File: config.mk
export PLATFORM = sky130hd
export DESIGN_NAME = arinc_word_latch
export DESIGN_NICKNAME = d
export VERILOG_FILES = /design/src/rtl/arinc_latch_pkg.sv /design/src/rtl/alw_qualify.sv /design/src/rtl/alw_store.sv /design/src/rtl/alw_track.sv /design/src/rtl/alw_readport.sv /design/src/rtl/arinc_word_latch.sv
export SDC_FILE = /design/constraint.sdc
export NUM_CORES = 1
export LEC_CHECK = 0
export BUFFER_PORTS_ARGS = -buffer_cell sky130_fd_sc_hd__clkbuf_2
export CORE_ASPECT_RATIO = 2
export CORE_MARGIN = 2
export CORE_UTILIZATION = 40
export CTS_BUF_LIST = sky130_fd_sc_hd__clkbuf_4 sky130_fd_sc_hd__clkbuf_8
export DETAILED_ROUTE_END_ITERATION = 16
export GPL_ROUTABILITY_DRIVEN = 0
export SYNTH_ARGS = -nofsm -noshare
export SYNTH_HDL_FRONTEND = slang
export SYNTH_SLANG_ARGS = --single-unit
File: constraint.sdc
create_clock -name clk -period 1.46 [get_ports clk]
set_input_delay 0.073 -clock clk [delete_from_list [all_inputs] [get_ports clk]]
set_output_delay 0.073 -clock clk [all_outputs]
set_load 0.1 [all_outputs]
File: src/rtl/arinc_latch_pkg.sv
package arinc_latch_pkg;
  localparam int WORD_W  = 32;
  localparam int HALF_W  = 16;
  localparam int LBL_POS = 8;

  typedef struct packed {
    logic lo;
    logic hi;
  } half_track_t;

  // Parity mark: 0 when the ones count is odd, 1 when it is even.
  function automatic logic parity_mark(input logic [WORD_W-1:0] w);
    return ~(^w);
  endfunction
endpackage

File: src/rtl/alw_qualify.sv
module alw_qualify
  import arinc_latch_pkg::*;
#(
  parameter int W   = WORD_W,
  parameter int POS = LBL_POS
) (
  input  logic         eos,
  input  logic [W-1:0] word_in,
  input  logic         filt_en,
  input  logic [1:0]   lbl_ref,
  output logic         accept,
  output logic [W-1:0] word_fix
);
  logic lbl_hit;

  always_comb begin
    lbl_hit  = (word_in[POS+1:POS] == lbl_ref);
    accept   = eos && (!filt_en || lbl_hit);
    word_fix = {parity_mark(word_in), word_in[W-2:0]};
  end
endmodule

File: src/rtl/alw_store.sv
module alw_store #(
  parameter int W = 32
) (
  input  logic         clk,
  input  logic         rst,
  input  logic         accept,
  input  logic [W-1:0] word_fix,
  output logic [W-1:0] word_q
);
  always_ff @(posedge clk) begin
    if (rst)
      word_q <= '0;
    else if (accept)
      word_q <= word_fix;
  end

  assert_store_holds_R1: assert property (@(posedge clk) disable iff (rst)
    !accept |=> $stable(word_q));
endmodule

File: src/rtl/alw_track.sv
module alw_track
  import arinc_latch_pkg::*;
(
  input  logic clk,
  input  logic rst,
  input  logic accept,
  input  logic rd_stb,
  input  logic half_sel,
  output logic ready
);
  half_track_t seen, seen_nx;

  always_comb begin
    seen_nx.lo = seen.lo | (ready & rd_stb & ~half_sel);
    seen_nx.hi = seen.hi | (ready & rd_stb &  half_sel);
  end

  always_ff @(posedge clk) begin
    if (rst) begin
      ready <= 1'b0;
      seen  <= '0;
    end else if (accept) begin
      ready <= 1'b1;
      seen  <= '0;
    end else if (seen_nx.lo && seen_nx.hi) begin
      ready <= 1'b0;
      seen  <= '0;
    end else begin
      seen  <= seen_nx;
    end
  end

  assert_ready_after_accept_R3: assert property (@(posedge clk) disable iff (rst)
    accept |=> ready);
  assert_ready_needs_read_R4: assert property (@(posedge clk) disable iff (rst)
    (ready && !rd_stb) |=> ready);
  assert_clear_needs_both_R8: assert property (@(posedge clk) disable iff (rst)
    (ready && !ready_next_guard()) |=> ready);

  function automatic logic ready_next_guard();
    return (seen.lo || seen.hi) && rd_stb;
  endfunction
endmodule

File: src/rtl/alw_readport.sv
module alw_readport #(
  parameter int W = 32,
  parameter int H = 16
) (
  input  logic         clk,
  input  logic         rst,
  input  logic         rd_stb,
  input  logic         half_sel,
  input  logic [W-1:0] word_q,
  output logic [H-1:0] rd_data
);
  localparam int NHALF = W / H;
  logic [H-1:0] halves [NHALF];

  for (genvar g = 0; g < NHALF; g++) begin : g_split
    assign halves[g] = word_q[g*H +: H];
  end

  always_ff @(posedge clk) begin
    if (rst)
      rd_data <= '0;
    else if (rd_stb)
      rd_data <= halves[half_sel];
  end

  assert_rd_hold_R10: assert property (@(posedge clk) disable iff (rst)
    !rd_stb |=> $stable(rd_data));
  assert_rd_low_half_R7: assert property (@(posedge clk) disable iff (rst)
    (rd_stb && !half_sel) |=> rd_data == $past(word_q[H-1:0]));
endmodule

File: src/rtl/arinc_word_latch.sv
module arinc_word_latch
  import arinc_latch_pkg::*;
#(
  parameter int W   = WORD_W,
  parameter int H   = HALF_W,
  parameter int POS = LBL_POS
) (
  input  logic         clk,
  input  logic         rst,
  input  logic         eos,
  input  logic [W-1:0] rx_word,
  input  logic         filt_en,
  input  logic [1:0]   lbl_ref,
  input  logic         rd_n,
  input  logic         half_sel,
  output logic [H-1:0] rd_data,
  output logic         word_rdy_n
);
  logic         accept;
  logic [W-1:0] word_fix;
  logic [W-1:0] word_q;
  logic         ready;
  logic         rd_stb;

  assign rd_stb     = ~rd_n;
  assign word_rdy_n = ~ready;

  alw_qualify #(.W(W), .POS(POS)) u_qual (
    .eos(eos), .word_in(rx_word), .filt_en(filt_en), .lbl_ref(lbl_ref),
    .accept(accept), .word_fix(word_fix)
  );

  alw_store #(.W(W)) u_store (
    .clk(clk), .rst(rst), .accept(accept), .word_fix(word_fix), .word_q(word_q)
  );

  alw_track u_track (
    .clk(clk), .rst(rst), .accept(accept), .rd_stb(rd_stb),
    .half_sel(half_sel), .ready(ready)
  );

  alw_readport #(.W(W), .H(H)) u_rd (
    .clk(clk), .rst(rst), .rd_stb(rd_stb), .half_sel(half_sel),
    .word_q(word_q), .rd_data(rd_data)
  );

  assert_nofilter_stores_R2: assert property (@(posedge clk) disable iff (rst)
    (eos && !filt_en) |=> !word_rdy_n);
  assert_reject_keeps_flag_R1: assert property (@(posedge clk) disable iff (rst)
    (eos && filt_en && rx_word[POS+1:POS] != lbl_ref && word_rdy_n && rd_n) |=> word_rdy_n);
  assert_parity_mark_R6: assert property (@(posedge clk) disable iff (rst)
    accept |=> word_q[W-1] == ~(^$past(rx_word)));
  assert_overwrite_R5: assert property (@(posedge clk) disable iff (rst)
    accept |=> word_q[W-2:0] == $past(rx_word[W-2:0]));
  assert_same_edge_R9: assert property (@(posedge clk) disable iff (rst)
    (accept && !rd_n) |=> (!word_rdy_n && rd_data == $past(half_sel ? word_q[W-1:H] : word_q[H-1:0])));
  initial assert_reset_const_R11: assert (H * 2 == W);
endmodule

==> results of run 1 <==
## worst paths after layout
| path | startpoint | depth (start not counted) | endpoint |
|---|---|---|---|
| max | u_track.ready | 2 | word_rdy_n |
| min | rx_word[3] | 3 | u_store.word_q[3] |
| max reg2reg | u_track.ready | 4 | u_track.seen[1] |
| min reg2reg | u_store.word_q[5] | 2 | u_store.word_q[5] |
## worst min-delay path: cells and delay by family
| family | cells | cell delay (ns) |
|---|---|---|
| and+or+nand+nor | 1 | 0.05 |
| buffers and inverters | 1 | 0.09 |
| AOI/OAI and AO/OA | 1 | 0.05 |
## per-layer routing
metal  part of all wire (%)  global-route usage [%]  up-vias
met1                     46                    19.8      838
met5                      0                       0        -
met4                    1.9                    7.48        0
met3                    4.2                    2.59        5
met2                     47                    25.9       41
li1                       -                       -      994
## placed cells by master, fill, tap and decap left out, types with 2 or more instances in the layout
cell / instances
clkbuf_2: 56
clkbuf_8: 6
xnor2_1: 28
dfxtp_1: 51
nand2_1: 64
xor2_1: 5
nor4_1: 2
mux2i_1: 18
a21oi_1: 49
nor2_1: 33
buf_4: 7
buf_12: 2
## metrics by stage
stage               worst slack [ns]  instance area, sq um  util, %  std cells
floorplan                      0.222                  2240        -        276
global placement               0.179                  2610     48.1        382
detailed placement             0.155                  2610     48.1        382
CTS                            0.246                  2700     49.7        389
global route                   0.223                  2700     49.7        389
finish                         0.266                  2700     49.7        389
## power groups by stage
stage	Clock (mW)	Sequential, mW	Combinational (mW)
final	0.800	1.52	0.738
after global routing	0.872	1.53	0.812
after CTS	0.830	1.52	0.749
after detailed placement	0	1.55	0.745
after global placement	0	1.55	0.740
after floorplan	0	1.65	0.454
## final cells by class
cell class	instances	area [sq um]
timing repair buffer	65	373
clock buffer	6	82.6
sequential	51	1020
clock inverter	1	5.00
tap	60	75.1
inverter	1	3.75
fill	563	2720
multi-input combinational	205	1140
## flip-flops by register name (all words and copies together), names as in the netlist
name / cells
u_store.word_q: 32
u_rd.rd_data: 16
u_track.seen: 2
u_track.ready: 1
## synth_stat cells (all sizes together)
cell,count
nand2,64
dfxtp,51
a21oi,49
nor2,33
xnor2,28
mux2i,18
clkbuf,13
buf,6
xor2,5
nor4,2
and2,1
inv,1
nand2b,1
nand3b,1
o211ai,1
o21ai,1
o31ai,1
## kinds of logic after synthesis
kind of cell | share of synthesized area [%]
buffers and inverters | 3.69
xor gates and xnor gates | 12.9
and+or+nand+nor | 17.7
muxes | 8.04
AOI/OAI and AO/OA | 12.1
DFF | 45.6
==> impl_results.md, run 1 <==
- Outcome: finished clean
- Post-CTS setup buffer count: 0
- Detailed Routing Iterations Pass 1: 4
- R2R setup slack: roughly 0.59 ns
- Clk pwr share: between 20% and 30%
- Core ar.: roughly 5400 sq um
- Biggest area consumer among synthesized cells: dfxtp_1
- Synthesis-stage register bit count: 51
- CTS tree: built
- Slowest CP cell: clkbuf_2
- Nets: 369
- Worst Path Max Fanout: 3
- Core Rows: 38
- Synthesis-to-layout area growth: 20.4%
- Final TNS setup: 0 ns
- Drt wl/cell: between 10 and 15 microns
- Initial core utilization: 41.3%
- DR iter-0 viols: 26
- Routed Antenna Nets: 0
- Pwr dens: 1130 nW/um^2
- Tmin final: 1.19 ns
- Routed via count: roughly 1900
- Gr usage total: approximately 16%
- Power Total: 3.05 mW
- Main area contributors after synthesis: dfxtp_1, a21oi_1, xnor2_1
- Clk buf depth: 2
- Vias in the first global route: 1732
- Actual slew at the worst max-slew pin: 0.541 ns
- Initial antenna violation count: 0
- Switch share: 29.8%
- Aggregate global routing overflow: 0
- Final Hold Fails: 0
- Largest net degree at the start of global routing: 32
- CP endpoint kind: output port
- Die W: 56.9 microns
- Max stage delay on crit path: 0.44 ns
- Syn avg cell area: 8.11 sq um
- Final setup fails: 0
- CTS clk-pin slew, worst paths: 0.09 ns
- Via/cell ratio: 4.83
- Fmax: between 800 and 900 MHz
- Sw Pwr: 0.911 mW
- Setup crit start kind: flop
- WP buf/inv: 2
- Share of layout cells above drive strength 1: 22.2%
- Syn Inst Count: 276
- # diodes: 0
- Crit path cell chain: inv_1, clkbuf_2
- Remaining DRCs: 0
- Slew HR: 64.1%
- Post-CTS resize count: 0
- Later-pin clock latency in the skew report: 0.30 ns
- Hold Slack: 0.0118 ns
- Crit path required time: between 1 and 1.5 ns
- H-tree depth: 2
- Critical path type: flop to output port
- I/O Buffers: 56
- Inserted Clock Buffers: 5
- Combinational power share: around a quarter
- Post-synth design cell area: 2240 sq um
- Peak supply drop: 694 uV
- Top-level I/O count: 57
- RSZ-0062 raised after global routing: no
- Hold-fix buffers at CTS: 0
- Largest delay share family, worst path: buffers and inverters
- Post-synth cell types: 17
- Die boundary height: 110 microns
- Sequential area share after synthesis: a little under half
- Global-route wire length before repair: 7700 microns
- Yosys warns: 0
- Detail Placement HPWL: 3480 microns
- Clk_skew: about 0.006 ns
- Max_cap viols: 0
- Pint: 2.14 mW
- Max-slew violation count: 0
- Worst path arrival time: 1.12 ns
- CTS root buf: clkbuf_8
- Detailed Route WL: 4660 microns
- Worst hold path class: input port to flop
- Total die area: 6250 sq um
- Net Count, Synth: 316
- P_leak: approximately 1.2 nW
- Sequential share of power: 49.6%
- Fin crit share: approximately 80%
- Synth top area share: 45.6%
- Clock Sink Count: 51
Note: power is estimated with default switching activity, not from simulation.
==> run 2: changes to the inputs <==
Clock period 1.46 ns to 1.1 ns, I/O delays scaled along.
==> run 2 against run 1 <==
Net effect: the run now ends with hold timing left; design area rose by 23%; worst hold slack worse by 0.013 ns; sequential cell count stayed put; sequential power rose by 33%; worst setup slack worse by 0.20 ns; core utilization increased by 12 points; largest cell class unchanged; largest power group unchanged; highest routed layer unchanged.
==> impl_results.md, run 2 (synthesized netlist as in run 1, its figures left out) <==
- CP endpoint kind: flop (was output port)
- Slew HR: 71.0% (was 64.1%)
- Outcome: complete, but fails checks (was finished clean)
- CTS root buf: clkbuf_8 (unchanged)
- Detailed Routing Iterations Pass 1: 4 (unchanged)
- Max_cap viols: 0 (unchanged)
- Global-route wire length before repair: 8250 microns (was 7700 microns)
- Clk pwr share: 26.3% (was 26.2%)
- Sw Pwr: 1.30 mW (was 0.911 mW)
- Routed via count: 1998 (was 1878)
- Pint: 3.19 mW (was 2.14 mW)
- Regs by FF count: u_store.word_q (32), u_rd.rd_data (16), u_track.seen (2) (unchanged)
- Final Hold Fails: 2 (was 0)
- Hold Slack: -0.00121 ns (was 0.0118 ns)
- # diodes: 0 (unchanged)
- Worst Reg-to-Reg Cells: 3 (was 4)
- Final TNS setup: 0 ns (unchanged)
- Initial core utilization: 41.3% (unchanged)
- Fin crit share: 94.2%
- Via/cell ratio: 4.80 (was 4.83)
- Share of layout cells above drive strength 1: 34.3% (was 22.2%)
- Largest net degree at the start of global routing: 34 (was 32)
- Failing checks: hold timing
- Max-slew violation count: 0 (unchanged)
- Worst hold path class: input port to flop (unchanged)
- Core ar.: 5420 sq um (unchanged)
- Drt wl/cell: 12.0 microns (about the same)
- Worst Path Max Fanout: 2 (was 3)
- Gr usage total: 16.8% (was 15.8%)
- Post-CTS setup buffer count: 0 (unchanged)
- Clk_skew: 0.00292 ns (was 0.00597 ns)
- Remaining DRCs: 0 (unchanged)
- RR Endpoint: u_track.seen[0] (was u_track.seen[1])
- Initial antenna violation count: 0 (unchanged)
- CTS clk-pin slew, worst paths: 0.09 ns (about the same)
- Final setup fails: 0 (unchanged)
- Combinational power share: 28.7% (was 24.2%)
- Inserted Clock Buffers: 5 (unchanged)
- Worst hold start: rx_word[5] (was rx_word[3])
- Total die area: 6250 sq um (unchanged)
- Pwr dens: 1350 nW/um^2 (was 1130 nW/um^2)
- Max reg flops: 32 (unchanged)
- Worst hold endpoint: u_store.word_q[5] (was u_store.word_q[3])
- Worst Hold Depth: 3 (unchanged)
- Core Util, Final: 61.4% (was 49.7%)
- DR iter-0 viols: 26 (unchanged)
- Critical path type: input port to flop (was flop to output port)
- Die W: 56.9 microns (unchanged)
- Most frequent cells in the layout: nand2_1, a21oi_1, clkbuf_2 (was nand2_1, clkbuf_2, dfxtp_1)
- R2R setup slack: 0.25 ns (was 0.59 ns)
- Peak supply drop: 1290 uV (was 694 uV)
- Later-pin clock latency in the skew report: 0.30 ns (about the same)
- Crit path required time: 1.32 ns (was 1.39 ns)
- Synthesis-to-layout area growth: 48.5% (was 20.4%)
- Commonest non-fill, non-tap cell in the layout: nand2_1 (unchanged)
- Die boundary height: 110 microns (unchanged)
- Actual slew at the worst max-slew pin: 0.435 ns (was 0.541 ns)
- Worst r2r src: u_track.ready (unchanged)
- Inst Count DP: 403 (was 382)
- Top-level I/O count: 57 (unchanged)
- Routed Antenna Nets: 0 (unchanged)
- Detail Placement HPWL: 3680 microns (was 3480 microns)
- Worst path arrival time: 1.25 ns (was 1.12 ns)
- Fmax: 966 MHz
- Switch share: 29.0% (was 29.8%)
- P_leak: 1.43 nW (was 1.15 nW)
- H-tree depth: 2 (unchanged)
- Detailed Route WL: 4970 microns (was 4660 microns)
- Aggregate global routing overflow: 0 (unchanged)
- Setup crit start kind: input port (was flop)
- Clk buf depth: 2 (unchanged)
- Sequential share of power: 45.1% (was 49.6%)
- I/O Buffers: 56 (unchanged)
- Core Rows: 38 (unchanged)
- Nets: 395 (was 369)
- CTS tree: built (unchanged)
- Tmin final: about 1.0 ns
- Clock Sink Count: 51 (unchanged)
- Reg with most FFs: u_store.word_q (unchanged)
- Non-Filler Instances: 416 (was 389)
- Vias in the first global route: 1876 (was 1732)
run 2: how the worst max path moves through the flow:
stage	start	end	slack, ns	cells past startpoint
after floorplan	half_sel	u_rd.rd_data[10]	0.01	6
after global placement	rx_word[11]	u_store.word_q[31]	-0.21	7
final	rx_word[30]	u_store.word_q[31]	0.06	8
after CTS	rx_word[29]	u_store.word_q[31]	0.08	8
after global routing	rx_word[28]	u_store.word_q[31]	-0.008	7
after detailed placement	rx_word[29]	u_store.word_q[31]	-0.21	8
run 2: area by class of cell:
cell class	count	area [sq um]
inverter	1	3.75
fill	522	2090
timing repair buffer	91	873
sequential	51	1040
tap	60	75.1
clock buffer	8	104
multi-input combinational	205	1230
run 2: power groups by stage:
stage / clock [mW] / combinational (mW) / sequential (mW)
after detailed placement: 0 / 1.15 / 2.07
after CTS: 1.21 / 1.17 / 2.03
after global routing: 1.28 / 1.39 / 2.04
after floorplan: 0 / 0.603 / 2.19
final: 1.18 / 1.29 / 2.02
after global placement: 0 / 1.14 / 2.06
run 2: worst max-delay path, cell delays in order:
cell and delay, ns:
buf_6 0.10, xnor2_2 0.20, xnor2_2 0.11, buf_4 0.16
xnor2_4 0.14, xnor2_2 0.14, xnor2_1 0.13, o31ai_2 0.22
run 2: repair_timing:
item | CTS | global route
hold buffers | 4 | 1
endpoints found under the hold margin | 4 | 1
setup endpoints to repair | 0 | 1
gates resized for setup | 0 | 18
run 2: per-layer routing:
metal / GRT usage (%) / share of wire [%] / vias to the layer above
met1: 19.2 / 41 / 899
met2: 30.0 / 54 / 41
li1: - / - / 1051
met5: 0 / 0 / -
met3: 3.18 / 3.4 / 7
met4: 7.14 / 2.0 / 0
run 2: per-stage QoR:
stage,area [sq um],power [mW],setup WS (ns)
global placement,3070,3.20,-0.214
CTS,3210,4.40,0.0791
global route,3330,4.72,-0.00816
finish,3330,4.49,0.0643
floorplan,2260,2.80,0.00967
detailed placement,3070,3.22,-0.211
==> run 3: changes to the inputs <==
==> constraint.sdc (replaced) <==
create_clock -name clk -period 1.1 [get_ports clk]
set_input_delay 0.22 -clock clk [delete_from_list [all_inputs] [get_ports clk]]
set_output_delay 0.22 -clock clk [all_outputs]
set_load 0.1 [all_outputs]
==> run 3 against run 2 <==
Net effect: count of clock-buffer cells in the layout unchanged; register-to-register slack worse by 0.03 ns; critical path type unchanged; largest power group unchanged; the flow finishes with violations (setup timing); maximum frequency down 10%; worst setup slack worse by 0.12 ns; highest routed layer unchanged; first-iteration DRC count up 15%; sequential share of layout area about the same; clock power about the same; sequential cell count unchanged; core utilization up 0.25 points.
==> impl_results.md, run 3 (synthesized netlist as in run 1, its figures left out) <==
- Outcome: complete, but fails checks (unchanged)
- Failing checks: setup timing (was hold timing)
- Via/cell ratio: 4.82 (was 4.80)
- Worst Path Max Fanout: 3 (was 2)
- Gr usage total: 17.4% (was 16.8%)
- P_leak: 1.43 nW (about the same)
- Slew HR: 77.8% (was 71.0%)
- Fin crit share: 105% (was 94.2%)
- Detailed Route WL: 5250 microns (was 4970 microns)
- Reg with most FFs: u_store.word_q (unchanged)
- Total die area: 6250 sq um (unchanged)
- Switch share: 29.2% (was 29.0%)
- Final worst setup slack: -0.0533 ns (was 0.0643 ns)
- Top-level I/O count: 57 (unchanged)
- Clock Sink Count: 51 (unchanged)
- Later-pin clock latency in the skew report: 0.31 ns (was 0.30 ns)
- Detailed Routing Iterations Pass 1: 4 (unchanged)
- CTS clk-pin slew, worst paths: 0.08 ns (was 0.09 ns)
- Clk buf depth: 2 (unchanged)
- Peak supply drop: 1120 uV (was 1290 uV)
- Core Util, Final: 61.6% (was 61.4%)
- Global-route wire length before repair: 8540 microns (was 8250 microns)
- Most frequent cells in the layout: nand2_1, a21oi_1, dfxtp_1 (was nand2_1, a21oi_1, clkbuf_2)
- H-tree depth: 2 (unchanged)
- Post-CTS setup buffer count: 0 (unchanged)
- Core ar.: 5420 sq um (unchanged)
- Actual slew at the worst max-slew pin: 0.333 ns (was 0.435 ns)
- Most used cell, CP: xnor2_1 (was xnor2_2)
- Share of layout cells above drive strength 1: 36.5% (was 34.3%)
- Commonest non-fill, non-tap cell in the layout: nand2_1 (unchanged)
- Combinational power share: 28.1% (was 28.7%)
- Clk_skew: 0.00380 ns (was 0.00292 ns)
- Worst path arrival time: 1.38 ns (was 1.25 ns)
- Remaining DRCs: 0 (unchanged)
- CP endpoint kind: flop (unchanged)
- Hold-fix buffers at CTS: 0 (was 4)
- Hold Slack: 0.154 ns (was -0.00121 ns)
- Pwr dens: 1340 nW/um^2 (was 1350 nW/um^2)
- Initial antenna violation count: 0 (unchanged)
- Aggregate global routing overflow: 0 (unchanged)
- CTS tree: built (unchanged)
- Final Hold Fails: 0 (was 2)
- Max reg flops: 32 (unchanged)
- Drt wl/cell: 12.8 microns (was 12.0 microns)
- RSZ-0062 raised after global routing: yes
- Synthesis-to-layout area growth: 49.2% (was 48.5%)
- Crit path required time: 1.33 ns (was 1.32 ns)
- Final setup fails: 2 (was 0)
- Fmax: 867 MHz (was 966 MHz)
- Vias in the first global route: 1950 (was 1876)
- Sequential share of power: 45.4% (was 45.1%)
- Clk pwr share: 26.6% (was 26.3%)
- Max stage delay on crit path: 0.29 ns (was 0.22 ns)
- # diodes: 0 (unchanged)
- Routed Antenna Nets: 0 (unchanged)
- Nets: 390 (was 395)
- Critical path type: input port to flop (unchanged)
- Routed via count: 1983 (was 1998)
- Sw Pwr: 1.31 mW (was 1.30 mW)
- I/O Buffers: 56 (unchanged)
- Setup crit start kind: input port (unchanged)
- Max-slew violation count: 0 (unchanged)
- Pint: 3.16 mW (was 3.19 mW)
- Tmin final: 1.15 ns (was 1.04 ns)
- Die W: 56.9 microns (unchanged)
- Worst hold path class: input port to flop (unchanged)
- DR iter-0 viols: 30 (was 26)
- Crit path cell chain: buf_4, xnor2_2, xnor2_1, xnor2_1, xnor2_1, xnor2_1, o31ai_2 (was buf_6, xnor2_2, xnor2_2, buf_4, xnor2_4, xnor2_2, xnor2_1, o31ai_2)
- Core Rows: 38 (unchanged)
- Die boundary height: 110 microns (unchanged)
- Inserted Clock Buffers: 5 (unchanged)
- Slowest CP cell: xnor2_1 (was o31ai_2)
- Detail Placement HPWL: 3850 microns (was 3680 microns)
- Regs by FF count: u_store.word_q (32), u_rd.rd_data (16), u_track.seen (2) (unchanged)
- Max_cap viols: 0 (unchanged)
- CTS root buf: clkbuf_8 (unchanged)
- Largest net degree at the start of global routing: 34 (unchanged)
- Initial core utilization: 41.3% (unchanged)
## run 3: cell count changes in the layout (fill, tap and decap cells not counted), sizes merged
cell	change
dlygate4sd3	-5
buf	+3
clkbuf	-3
clkinvlp	+1
inv	-1
## run 3: per-stage QoR
| stage | cells | total power, mW | cell area, sq um | setup slack [ns] | TNS, ns |
|---|---|---|---|---|---|
| 6_report | 411 | 4.47 | 3340 | -0.0533 | -0.101 |
| 5_1_grt | 411 | 4.69 | 3340 | -0.111 | -0.247 |
| 4_1_cts | 410 | 4.42 | 3190 | -0.0723 | -0.134 |
| 3_5_place_dp | 402 | 3.22 | 3060 | -0.434 | -8.39 |
| 3_3_place_gp | 402 | 3.20 | 3060 | -0.404 | -6.50 |
| 2_1_floorplan | 276 | 2.82 | 2310 | -0.0611 | -0.0611 |
## run 3: timing repair
| action | in CTS | in global routing |
|---|---|---|
| endpoints found under the setup margin | 2 | 32 |
| gates cloned | 0 | 1 |
| gates resized for setup | 5 | 29 |
| pin swaps | 6 | 14 |
## run 3: final timing paths
path                                           end  cells past startpoint                from  slack, ns
worst min-delay path            u_store.word_q[18]                      3         rx_word[18]       0.15
worst max register to register     u_track.seen[1]                      4       u_track.ready       0.22
worst max-delay path            u_store.word_q[31]                      7          rx_word[8]      -0.05
worst min register to register  u_store.word_q[13]                      2  u_store.word_q[13]       0.46
## run 3: critical path: cells and delay by family
kind                   cells  cell delay, ns
buffers and inverters      1            0.14
XOR/XNOR                   5            0.83
AO/OA/AOI/OAI              1            0.20
## run 3: final cells by class
class | instances | area [sq um]
inverters | 1 | 7.51
fillers | 493 | 2080
repair buffers | 86 | 855
well taps | 60 | 75.1
flip-flops and latches | 51 | 1040
clock buffers | 8 | 104
multi-input cells | 205 | 1250
## run 3: routing by layer
metal | GRT usage (%) | share of wire, % | up-vias | wire (microns)
met5 | 0 | 0 | - | 0
met4 | 7.81 | 2.0 | 0 | 104
met3 | 3.76 | 3.8 | 8 | 198
met2 | 30.9 | 55 | 45 | 2880
met1 | 19.5 | 39 | 891 | 2060
li1 | - | - | 1039 | -
## run 3: power groups by stage
stage | Combinational (mW) | Sequential, mW | Clock (mW)
5_1_grt | 1.35 | 2.04 | 1.30
3_5_place_dp | 1.15 | 2.07 | 0
2_1_floorplan | 0.628 | 2.20 | 0
6_report | 1.25 | 2.03 | 1.19
4_1_cts | 1.17 | 2.03 | 1.22
3_3_place_gp | 1.14 | 2.07 | 0
